### src/rtl/vbg_pkg.sv
package vbg_pkg;
  localparam int unsigned CFG_FW = 8;

  typedef struct packed {
    logic              jump;
    logic              ref_sel;
    logic [CFG_FW-1:0] lead;
    logic [CFG_FW-1:0] tail;
    logic [CFG_FW-1:0] ref_lines;
  } blank_cfg_t;

  // last line (1-based) of the field that is still blanked
  function automatic logic [15:0] last_blank_line(blank_cfg_t c);
    logic [15:0] t, r;
    t = {8'd0, c.tail};
    r = {8'd0, c.ref_lines};
    case ({c.jump, c.ref_sel})
      2'b10:   last_blank_line = 16'd29 + t;
      2'b11:   last_blank_line = 16'd25 + r + t;
      2'b01:   last_blank_line = 16'd18 + r + t;
      default: last_blank_line = 16'd22 + t;
    endcase
  endfunction

  // line at whose start the lead part of blanking begins
  function automatic logic [15:0] lead_line(logic [15:0] field_len, logic [CFG_FW-1:0] lead);
    lead_line = field_len + 16'd1 - {8'd0, lead};
  endfunction
endpackage

### src/rtl/vbg_edge.sv
module vbg_edge (
  input  logic clk,
  input  logic rst_n,
  input  logic din,
  output logic rise
);
  logic q;
  always_ff @(posedge clk or negedge rst_n) begin
    if (!rst_n) q <= 1'b0;
    else        q <= din;
  end
  assign rise = din & ~q;
endmodule

### src/rtl/vbg_line_track.sv
module vbg_line_track #(
  parameter int unsigned PIX_W  = 12,
  parameter int unsigned LINE_W = 11
) (
  input  logic              clk,
  input  logic              rst_n,
  input  logic              hs_rise,
  input  logic              vs_rise,
  output logic              field_start,
  output logic [LINE_W-1:0] line_no,
  output logic [LINE_W-1:0] prev_len,
  output logic              field_odd,
  output logic              meas_done
);
  localparam logic [PIX_W-1:0]  PIX_MAX  = {PIX_W{1'b1}};
  localparam logic [LINE_W-1:0] LINE_MAX = {LINE_W{1'b1}};

  logic [PIX_W-1:0] pix_cnt, line_len;
  logic             vs_pend, odd_pend;
  logic [1:0]       start_cnt;
  logic             first_half;

  assign field_start = hs_rise & vs_pend;
  assign first_half  = pix_cnt < (line_len >> 1);

  always_ff @(posedge clk or negedge rst_n) begin
    if (!rst_n) begin
      pix_cnt  <= '0;
      line_len <= '0;
    end else if (hs_rise) begin
      pix_cnt  <= '0;
      line_len <= (pix_cnt == PIX_MAX) ? PIX_MAX : pix_cnt + 1'b1;
    end else if (pix_cnt != PIX_MAX) begin
      pix_cnt  <= pix_cnt + 1'b1;
    end
  end

  always_ff @(posedge clk or negedge rst_n) begin
    if (!rst_n) begin
      vs_pend  <= 1'b0;
      odd_pend <= 1'b0;
    end else if (vs_rise) begin
      vs_pend  <= 1'b1;
      odd_pend <= first_half;
    end else if (hs_rise) begin
      vs_pend  <= 1'b0;
    end
  end

  always_ff @(posedge clk or negedge rst_n) begin
    if (!rst_n) begin
      line_no   <= '0;
      prev_len  <= '0;
      field_odd <= 1'b0;
      start_cnt <= '0;
    end else if (field_start) begin
      line_no   <= {{(LINE_W-1){1'b0}}, 1'b1};
      prev_len  <= line_no;
      field_odd <= odd_pend;
      if (start_cnt != 2'd2) start_cnt <= start_cnt + 2'd1;
    end else if (hs_rise && line_no != LINE_MAX) begin
      line_no <= line_no + 1'b1;
    end
  end

  assign meas_done = (start_cnt == 2'd2);
endmodule

### src/rtl/vbg_cfg_shadow.sv
module vbg_cfg_shadow (
  input  logic                clk,
  input  logic                rst_n,
  input  logic                load,
  input  vbg_pkg::blank_cfg_t cfg_in,
  output vbg_pkg::blank_cfg_t cfg_q
);
  always_ff @(posedge clk or negedge rst_n) begin
    if (!rst_n)    cfg_q <= '0;
    else if (load) cfg_q <= cfg_in;
  end
endmodule

### src/rtl/vbg_blank_ctrl.sv
module vbg_blank_ctrl #(
  parameter int unsigned LINE_W = 11
) (
  input  logic                clk,
  input  logic                rst_n,
  input  logic                hs_rise,
  input  logic                field_start,
  input  logic                meas_done,
  input  logic [LINE_W-1:0]   line_no,
  input  logic [LINE_W-1:0]   prev_len,
  input  vbg_pkg::blank_cfg_t cfg,
  output logic                lead_hit,
  output logic                tail_hit,
  output logic                vbl
);
  localparam int unsigned PADW = 16 - LINE_W;

  logic [15:0] next_line, prev16, end_line, lead_ln;

  assign next_line = {{PADW{1'b0}}, line_no} + 16'd1;
  assign prev16    = {{PADW{1'b0}}, prev_len};
  assign end_line  = vbg_pkg::last_blank_line(cfg);
  assign lead_ln   = vbg_pkg::lead_line(prev16, cfg.lead);

  assign lead_hit = hs_rise & ~field_start & (cfg.lead != '0) &
                    (prev16 > {8'd0, cfg.lead}) & (next_line == lead_ln);
  assign tail_hit = hs_rise & ~field_start & (next_line == end_line + 16'd1);

  always_ff @(posedge clk or negedge rst_n) begin
    if (!rst_n)                     vbl <= 1'b1;
    else if (!meas_done)            vbl <= 1'b1;
    else if (field_start)           vbl <= 1'b1;
    else if (lead_hit)              vbl <= 1'b1;
    else if (tail_hit)              vbl <= 1'b0;
  end
endmodule

### src/rtl/vblank_gen.sv
module vblank_gen #(
  parameter int unsigned PIX_W  = 12,
  parameter int unsigned LINE_W = 11,
  parameter int unsigned LEAD_W = 3,
  parameter int unsigned TAIL_W = 3,
  parameter int unsigned REF_W  = 3
) (
  input  logic              clk,
  input  logic              rst_n,
  input  logic              hsync,
  input  logic              vsync,
  input  logic              cfg_jump,
  input  logic              cfg_ref_sel,
  input  logic [LEAD_W-1:0] cfg_lead,
  input  logic [TAIL_W-1:0] cfg_tail,
  input  logic [REF_W-1:0]  cfg_ref_lines,
  output logic              vbl,
  output logic              field_odd
);
  localparam int unsigned FW = vbg_pkg::CFG_FW;

  logic                hs_edge, vs_edge, field_start, meas_done;
  logic                lead_hit, tail_hit;
  logic [LINE_W-1:0]   line_no, prev_len;
  vbg_pkg::blank_cfg_t cfg_live, cfg_sh;

  assign cfg_live.jump      = cfg_jump;
  assign cfg_live.ref_sel   = cfg_ref_sel;
  assign cfg_live.lead      = {{(FW-LEAD_W){1'b0}}, cfg_lead};
  assign cfg_live.tail      = {{(FW-TAIL_W){1'b0}}, cfg_tail};
  assign cfg_live.ref_lines = {{(FW-REF_W){1'b0}}, cfg_ref_lines};

  vbg_edge u_hs_edge (.clk(clk), .rst_n(rst_n), .din(hsync), .rise(hs_edge));
  vbg_edge u_vs_edge (.clk(clk), .rst_n(rst_n), .din(vsync), .rise(vs_edge));

  vbg_line_track #(.PIX_W(PIX_W), .LINE_W(LINE_W)) u_track (
    .clk(clk), .rst_n(rst_n), .hs_rise(hs_edge), .vs_rise(vs_edge),
    .field_start(field_start), .line_no(line_no), .prev_len(prev_len),
    .field_odd(field_odd), .meas_done(meas_done)
  );

  vbg_cfg_shadow u_shadow (
    .clk(clk), .rst_n(rst_n), .load(field_start), .cfg_in(cfg_live), .cfg_q(cfg_sh)
  );

  vbg_blank_ctrl #(.LINE_W(LINE_W)) u_ctrl (
    .clk(clk), .rst_n(rst_n), .hs_rise(hs_edge), .field_start(field_start),
    .meas_done(meas_done), .line_no(line_no), .prev_len(prev_len), .cfg(cfg_sh),
    .lead_hit(lead_hit), .tail_hit(tail_hit), .vbl(vbl)
  );
endmodule

### config.mk
export PLATFORM = sky130hd
export DESIGN_NAME = vblank_gen
export DESIGN_NICKNAME = d
export VERILOG_FILES = /design/src/rtl/vbg_pkg.sv /design/src/rtl/vbg_edge.sv /design/src/rtl/vbg_line_track.sv /design/src/rtl/vbg_cfg_shadow.sv /design/src/rtl/vbg_blank_ctrl.sv /design/src/rtl/vblank_gen.sv
export SDC_FILE = /design/constraint.sdc
export NUM_CORES = 1
export LEC_CHECK = 0
export CELL_PAD_IN_SITES_DETAIL_PLACEMENT = 1
export CELL_PAD_IN_SITES_GLOBAL_PLACEMENT = 1
export CORE_UTILIZATION = 42
export CTS_BUF_LIST = sky130_fd_sc_hd__clkbuf_8 sky130_fd_sc_hd__clkbuf_16
export CTS_CLUSTER_DIAMETER = 60
export DETAILED_ROUTE_END_ITERATION = 10
export HOLD_SLACK_MARGIN = 0.03
export PLACE_DENSITY = 0.79
export SETUP_SLACK_MARGIN = 0.2
export SYNTH_ARGS = -nofsm -noshare
export SYNTH_HDL_FRONTEND = slang
export SYNTH_HIERARCHICAL = 1
export SYNTH_SLANG_ARGS = --single-unit
### constraint.sdc
create_clock -name clk -period 4.5 [get_ports clk]
set_clock_uncertainty 0.1 [all_clocks]
set_input_delay 1.125 -clock clk [delete_from_list [all_inputs] [get_ports clk]]
set_output_delay 1.125 -clock clk [all_outputs]
set_load 0.01 [all_outputs]
==> results.ini, run 1 <==
[outcome]
outcome=complete, no violations

[floorplan]
placementRows=45
ios=17
die_x_microns=127
fp.dieH_microns=127
dieArea_sq_um=16200
start_util_pct=43.2
core_region_area_sq_um=15300

[placed_design]
dp.cells=933
dp_hpwl_mm=12.9
port-buffer-count=16
place.gp.congestion=0.871

[power]
sequentialPowerShare_pct=26.7
pwr-share-clk_pct=22.2
ir_drop_uv=278
powerDensity_nw_per_um2=523
p_sw_mw=1.62
pwr-share-comb_pct=51.2
power.share.switching_pct=42.6
p_leak_nw=3.29
intPower_mw=2.19

[synthesis]
ys_warn_count=6
synth.avg_cell_area_sq_um=9.34
synth_area_sq_um=6590
syn_inst=706

[sta]
hold_slack_ns=0.384
drv_slew=0
slew-limit-headroom_pct=31.8
rsz0062_at_grt=false
setup_violations=0
min_period_ns=3.98
worst-slew-pin-transition_ns=1.02
fmax_mhz=252
final.setup.tns_ns=0
hold_viol=0
period_share_pct=88.3

[critical_path]
crit_arrival_ns=4.14
worstSetupEndpointType=flip-flop
rr_startpoint=u_shadow/cfg_q[9]
start_kind=flip-flop
crit_fanout=7
slowest_stage=dfrtp_1
crit_required_ns=4.66
max_stage_delay_ns=0.52
crit_type=flip-flop to flip-flop
path_cells=inv_1 > ha_1 > inv_1 > ha_1 > fa_1 > a211oi_2 > o21ai_0 > o221ai_1 > o22ai_4 > nor4_2 > nand2_1 > xor2_1 > a211oi_1 > o2111a_2 > o2111ai_1
rr_endpoint=u_ctrl/vbl
r2r_cells=15
r2r_setup_slack_ns=0.52

[clocking]
clk_transition_reported_paths_ns=0.06
h-tree-depth=3
postCtsSetupBuffers=0
numCtsBuffers=9
postCtsHoldBufs=0
cts_tree=built
cts_max_path_buffers=2
clk_latency_ns=0.35
cts.sinks=79
cts_root_buf=clkbuf_16
cts_resized=0

[final_layout]
antenna_cells=0
drive_above_1_share_pct=11.4
fill_cells=1754
syn2layout_area_growth_pct=10.5
fin_cells=949
finalNetCount=822

[drt]
drt_first_pass_iters=4
vias=5243
routedWlPerCell_microns=17.7
viasPerCell=5.52
drt-total-wl_mm=16.8
final_antenna_net_count=0
first_iter_violations=205
drc=0

[worst_hold_path]
hold_path_class=flip-flop to flip-flop
worstHoldStart=u_track/odd_pend
hold-path-cell-count=2
hold_path_end=u_track/field_odd

[global_routing]
grt_antenna_before_repair=0
grt_overflow=0
busiest_layer=met2
grt_max_degree=80
met3_usage_pct=3.43
first_global_vias=5769
grt_pass1_wl_mm=28.7
grt_usage_pct=22.5
grt.met2_usage_pct=39.2
grtUsageMet1_pct=27.4

[flow_run]
max_cap_viol_count=0

-- state kept, by name (all words and copies together) (netlist names) --
| register | flops |
|---|---|
| u_ctrl/vbl | 1 |
| u_track/line_len | 11 |
| u_track/vs_pend | 1 |
| u_vs_edge/q | 1 |
| u_track/field_odd | 1 |
| u_track/odd_pend | 1 |
| u_track/pix_cnt | 12 |
| u_track/line_no | 11 |
| u_shadow/cfg_q | 26 |
| u_track/prev_len | 11 |
| u_track/start_cnt | 2 |
| u_hs_edge/q | 1 |
-- stage by stage --
stage	util (%)	setup WS (ns)	power (mW)	area [sq um]
2_1_floorplan	-	1.03	2.48	6650
3_3_place_gp	45.5	0.806	2.82	6950
3_5_place_dp	45.5	0.517	2.94	6950
4_1_cts	47.7	0.517	3.83	7280
5_1_grt	47.7	0.318	4.09	7280
6_report	47.7	0.525	3.81	7280
-- power by group through the flow --
stage	Clock [mW]	Combinational, mW	Sequential (mW)
2_1_floorplan	0	1.53	0.951
3_3_place_gp	0	1.80	1.02
3_5_place_dp	0	1.92	1.03
4_1_cts	0.871	1.94	1.02
5_1_grt	0.887	2.16	1.04
6_report	0.844	1.95	1.02
-- worst max-delay path by stage --
stage	startpoint	endpoint	slack, ns	cells after the start
final	u_shadow/cfg_q[9]	u_ctrl/vbl	0.52	15
after detailed placement	u_shadow/cfg_q[9]	u_ctrl/vbl	0.52	15
after CTS	u_shadow/cfg_q[9]	u_ctrl/vbl	0.52	15
after global routing	u_shadow/cfg_q[9]	u_ctrl/vbl	0.32	15
after floorplan	u_shadow/cfg_q[9]	u_ctrl/vbl	1.03	15
after global placement	hsync	u_ctrl/vbl	0.81	14
-- cell usage in the layout, fill, tap and decap left out, types with 3 or more instances in the layout --
| cell type | instances |
|---|---|
| nand2b_1 | 9 |
| conb_1 | 15 |
| mux2_2 | 9 |
| or3_1 | 5 |
| dfrtp_1 | 78 |
| ha_1 | 69 |
| a211oi_1 | 5 |
| xnor2_1 | 37 |
| o22ai_1 | 4 |
| nand3_1 | 26 |
| nor2_1 | 52 |
| nor2b_1 | 6 |
| o31a_1 | 3 |
| nor3_1 | 14 |
| inv_6 | 3 |
| o31ai_1 | 5 |
| and2_1 | 6 |
| nor4_1 | 7 |
| nand4_1 | 9 |
| or2_2 | 3 |
| fa_1 | 5 |
| mux2i_1 | 10 |
| a21o_1 | 8 |
| mux2_4 | 20 |
| inv_1 | 55 |
| xor2_1 | 28 |
| buf_4 | 5 |
| nand2_1 | 82 |
| and4_1 | 4 |
| o21bai_1 | 5 |
| o211ai_1 | 3 |
| a21oi_1 | 34 |
| clkbuf_16 | 9 |
| a31oi_1 | 9 |
| o21ai_0 | 19 |
| clkdlybuf4s50_1 | 15 |
-- final cells by class --
| cell class | count | area (sq um) | share of cell area, % |
|---|---|---|---|
| inverter | 58 | 231 | 3.18 |
| multi-input combinational | 565 | 4290 | 58.9 |
| clock buffer | 9 | 225 | 3.09 |
| timing repair buffer | 20 | 188 | 2.58 |
| tap | 211 | 264 | 3.63 |
| sequential | 79 | 1980 | 27.2 |
| clock inverter | 7 | 109 | 1.49 |
-- worst max-delay path, delay by kind of cell (launching register included) --
kind	cells	cell delay [ns]
DFF	1	0.52
buffers and inverters	2	0.17
and+or+nand+nor	2	0.54
adders and majority gates	3	0.92
AOI/OAI and AO/OA	7	1.47
xor gates and xnor gates	1	0.16
-- metal layers --
metal | part of all wire [%] | up-vias
met3 | 2.0 | 38
met1 | 44 | 2605
li1 | - | 2524
met4 | 3.3 | 0
met5 | 0 | -
met2 | 50 | 76
Note: power is estimated with default switching activity, not from simulation.
==> inputs of run 2 (changes only) <==
- ABC_AREA: default -> 1
- CORE_ASPECT_RATIO: default -> 0.5
- PLACE_DENSITY: 0.79 -> 0.83
==> run 2 against run 1 <==
  * Routed wire length rose by 16%
  * Worst hold slack got worse by 0.014 ns
  * Critical path depth rose by 6
  * Design area rose by 7.3%
  * Count of clock-buffer cells in the layout did not move
  * Die area rose by 7.4%
  * Clock power fell by 0.6%
  * Register-to-register slack improved by 0.62 ns
  * Critical path type unchanged
  * Critical endpoint unchanged
  * Largest cell class unchanged
  * Largest power group unchanged
==> results.ini, run 2 <==
[drt]
final_antenna_net_count=0
viasPerCell=5.09
vias=6738
drc=0
routedWlPerCell_microns=14.8
first_iter_violations=251
drt-total-wl_mm=19.6
drt_first_pass_iters=4

[critical_path]
crit_arrival_ns=3.55
crit_fanout=7
path_cells=inv_1 > ha_1 > inv_1 > ha_1 > fa_1 > nand2_1 > nand3_1 > nand3_1 > nand2_1 > nand2_1 > nand3_1 > nand3_1 > nand2_1 > nor2_2 > nand4_1 > nand2_1 > nand2_1 > nor2_1 > nand2_1 > nand2_1 > nand2_1
crit_buf_inv=2
crit_required_ns=4.69
worstSetupEndpointType=flip-flop
start_kind=flip-flop
cp_top_family=simple AND/OR/NAND/NOR gates
max_stage_delay_ns=0.51
cpMostUsedCell=nand2_1
crit_type=flip-flop to flip-flop
slowest_stage=dfrtp_1

[floorplan]
dieArea_sq_um=17400
fp.dieH_microns=93.8
placementRows=33
start_util_pct=43.0
ios=17
core_region_area_sq_um=16400
die_x_microns=186

[global_routing]
grt_pass1_wl_mm=34.0
grt_max_degree=59
grt_antenna_before_repair=0
grt_overflow=0
grt_usage_pct=24.8
first_global_vias=7299

[power]
powerDensity_nw_per_um2=436
p_leak_nw=4.16
power.total_mw=3.40
ir_drop_uv=198

[placed_design]
pre_cts_slack_ns=1.14
dp_hpwl_mm=15.3
place.gp.congestion=0.903
port-buffer-count=16
place_area_sq_um=7490

[final_layout]
syn2layout_area_growth_pct=10.5
reg.largest.list=u_shadow/cfg_q (26), u_track/pix_cnt (12)
largest_register_ffs=26
largest_register=u_shadow/cfg_q
layout_common_cells=368 x nand2_1, 165 x inv_1, 89 x nand3_1
finalNetCount=1182
antenna_cells=0
fill_cells=2227
drive_above_1_share_pct=5.74
layout_commonest_cell=nand2_1
design_area_sq_um=7810

[clocking]
h-tree-depth=3
clk_transition_reported_paths_ns=0.07
cts_tree=built
postCtsHoldBufs=0
cts_resized=0
postCtsSetupBuffers=0
clk_latency_ns=0.35
cts.sinks=79
cts_root_buf=clkbuf_16
cts_max_path_buffers=2
numCtsBuffers=9

[sta]
drv_slew=0
worst-slew-pin-transition_ns=0.804
slew-limit-headroom_pct=46.4
setup_violations=0
fin_ws_ns=1.14
hold_viol=0
min_period_ns=3.36
hold_slack_ns=0.370
rsz0062_at_grt=false
fmax_mhz=298
final.setup.tns_ns=0
period_share_pct=74.6

[synthesis]
syn_inst=1061
synth.avg_cell_area_sq_um=6.67
ys_warn_count=6
synth_area_sq_um=7070

[outcome]
outcome=complete, no violations

[flow_run]
max_cap_viol_count=0

[worst_hold_path]
hold_path_class=flip-flop to flip-flop

## run 2: final timing paths
path | from | to | slack (ns) | cells after the start
max | u_shadow/cfg_q[9] | u_ctrl/vbl | 1.14 | 21
min | u_ctrl/vbl | u_ctrl/vbl | 0.37 | 2
max reg2reg | u_shadow/cfg_q[9] | u_ctrl/vbl | 1.14 | 21
min reg2reg | u_ctrl/vbl | u_ctrl/vbl | 0.37 | 2
max in group asynchronous | rst_n | u_shadow/cfg_q[24] | 2.75 | 2
min in group asynchronous | rst_n | u_shadow/cfg_q[13] | 0.71 | 1
## run 2: where the power goes
part	internal (mW)	leakage [nW]	switching, mW
clock network	0.494	0.158	0.345
logic	0.593	2.99	1.01
registers	0.813	1.01	0.149
## run 2: final cells by class
class | instances | area [sq um] | area share, %
sequential | 79 | 1980 | 25.3
clock buffer | 9 | 225 | 2.88
timing repair buffer | 21 | 195 | 2.50
inverter | 170 | 647 | 8.28
multi-input combinational | 812 | 4380 | 56.1
clock inverter | 7 | 101 | 1.30
tap | 227 | 284 | 3.63
## run 2: metal layers
metal / global-route usage (%) / vias to the layer above / wire [microns]
met2: 47.1 / 73 / 9950
met5: 0 / - / 0
met1: 28.2 / 3240 / 8710
met4: 7.64 / 0 / 342
met3: 4.42 / 32 / 572
li1: - / 3393 / -
## run 2: tightest hold or removal path, stage by stage (launching register included)
cell and delay (ns):
dfstp_2 0.37, nand2_1 0.05, nand2_1 0.04
## run 2: metrics by stage
step	std cells	util, %
after global placement	1309	45.6
final	1325	47.5
after detailed placement	1309	45.6
after global routing	1325	47.5
after floorplan	1075	-
after CTS	1325	47.5
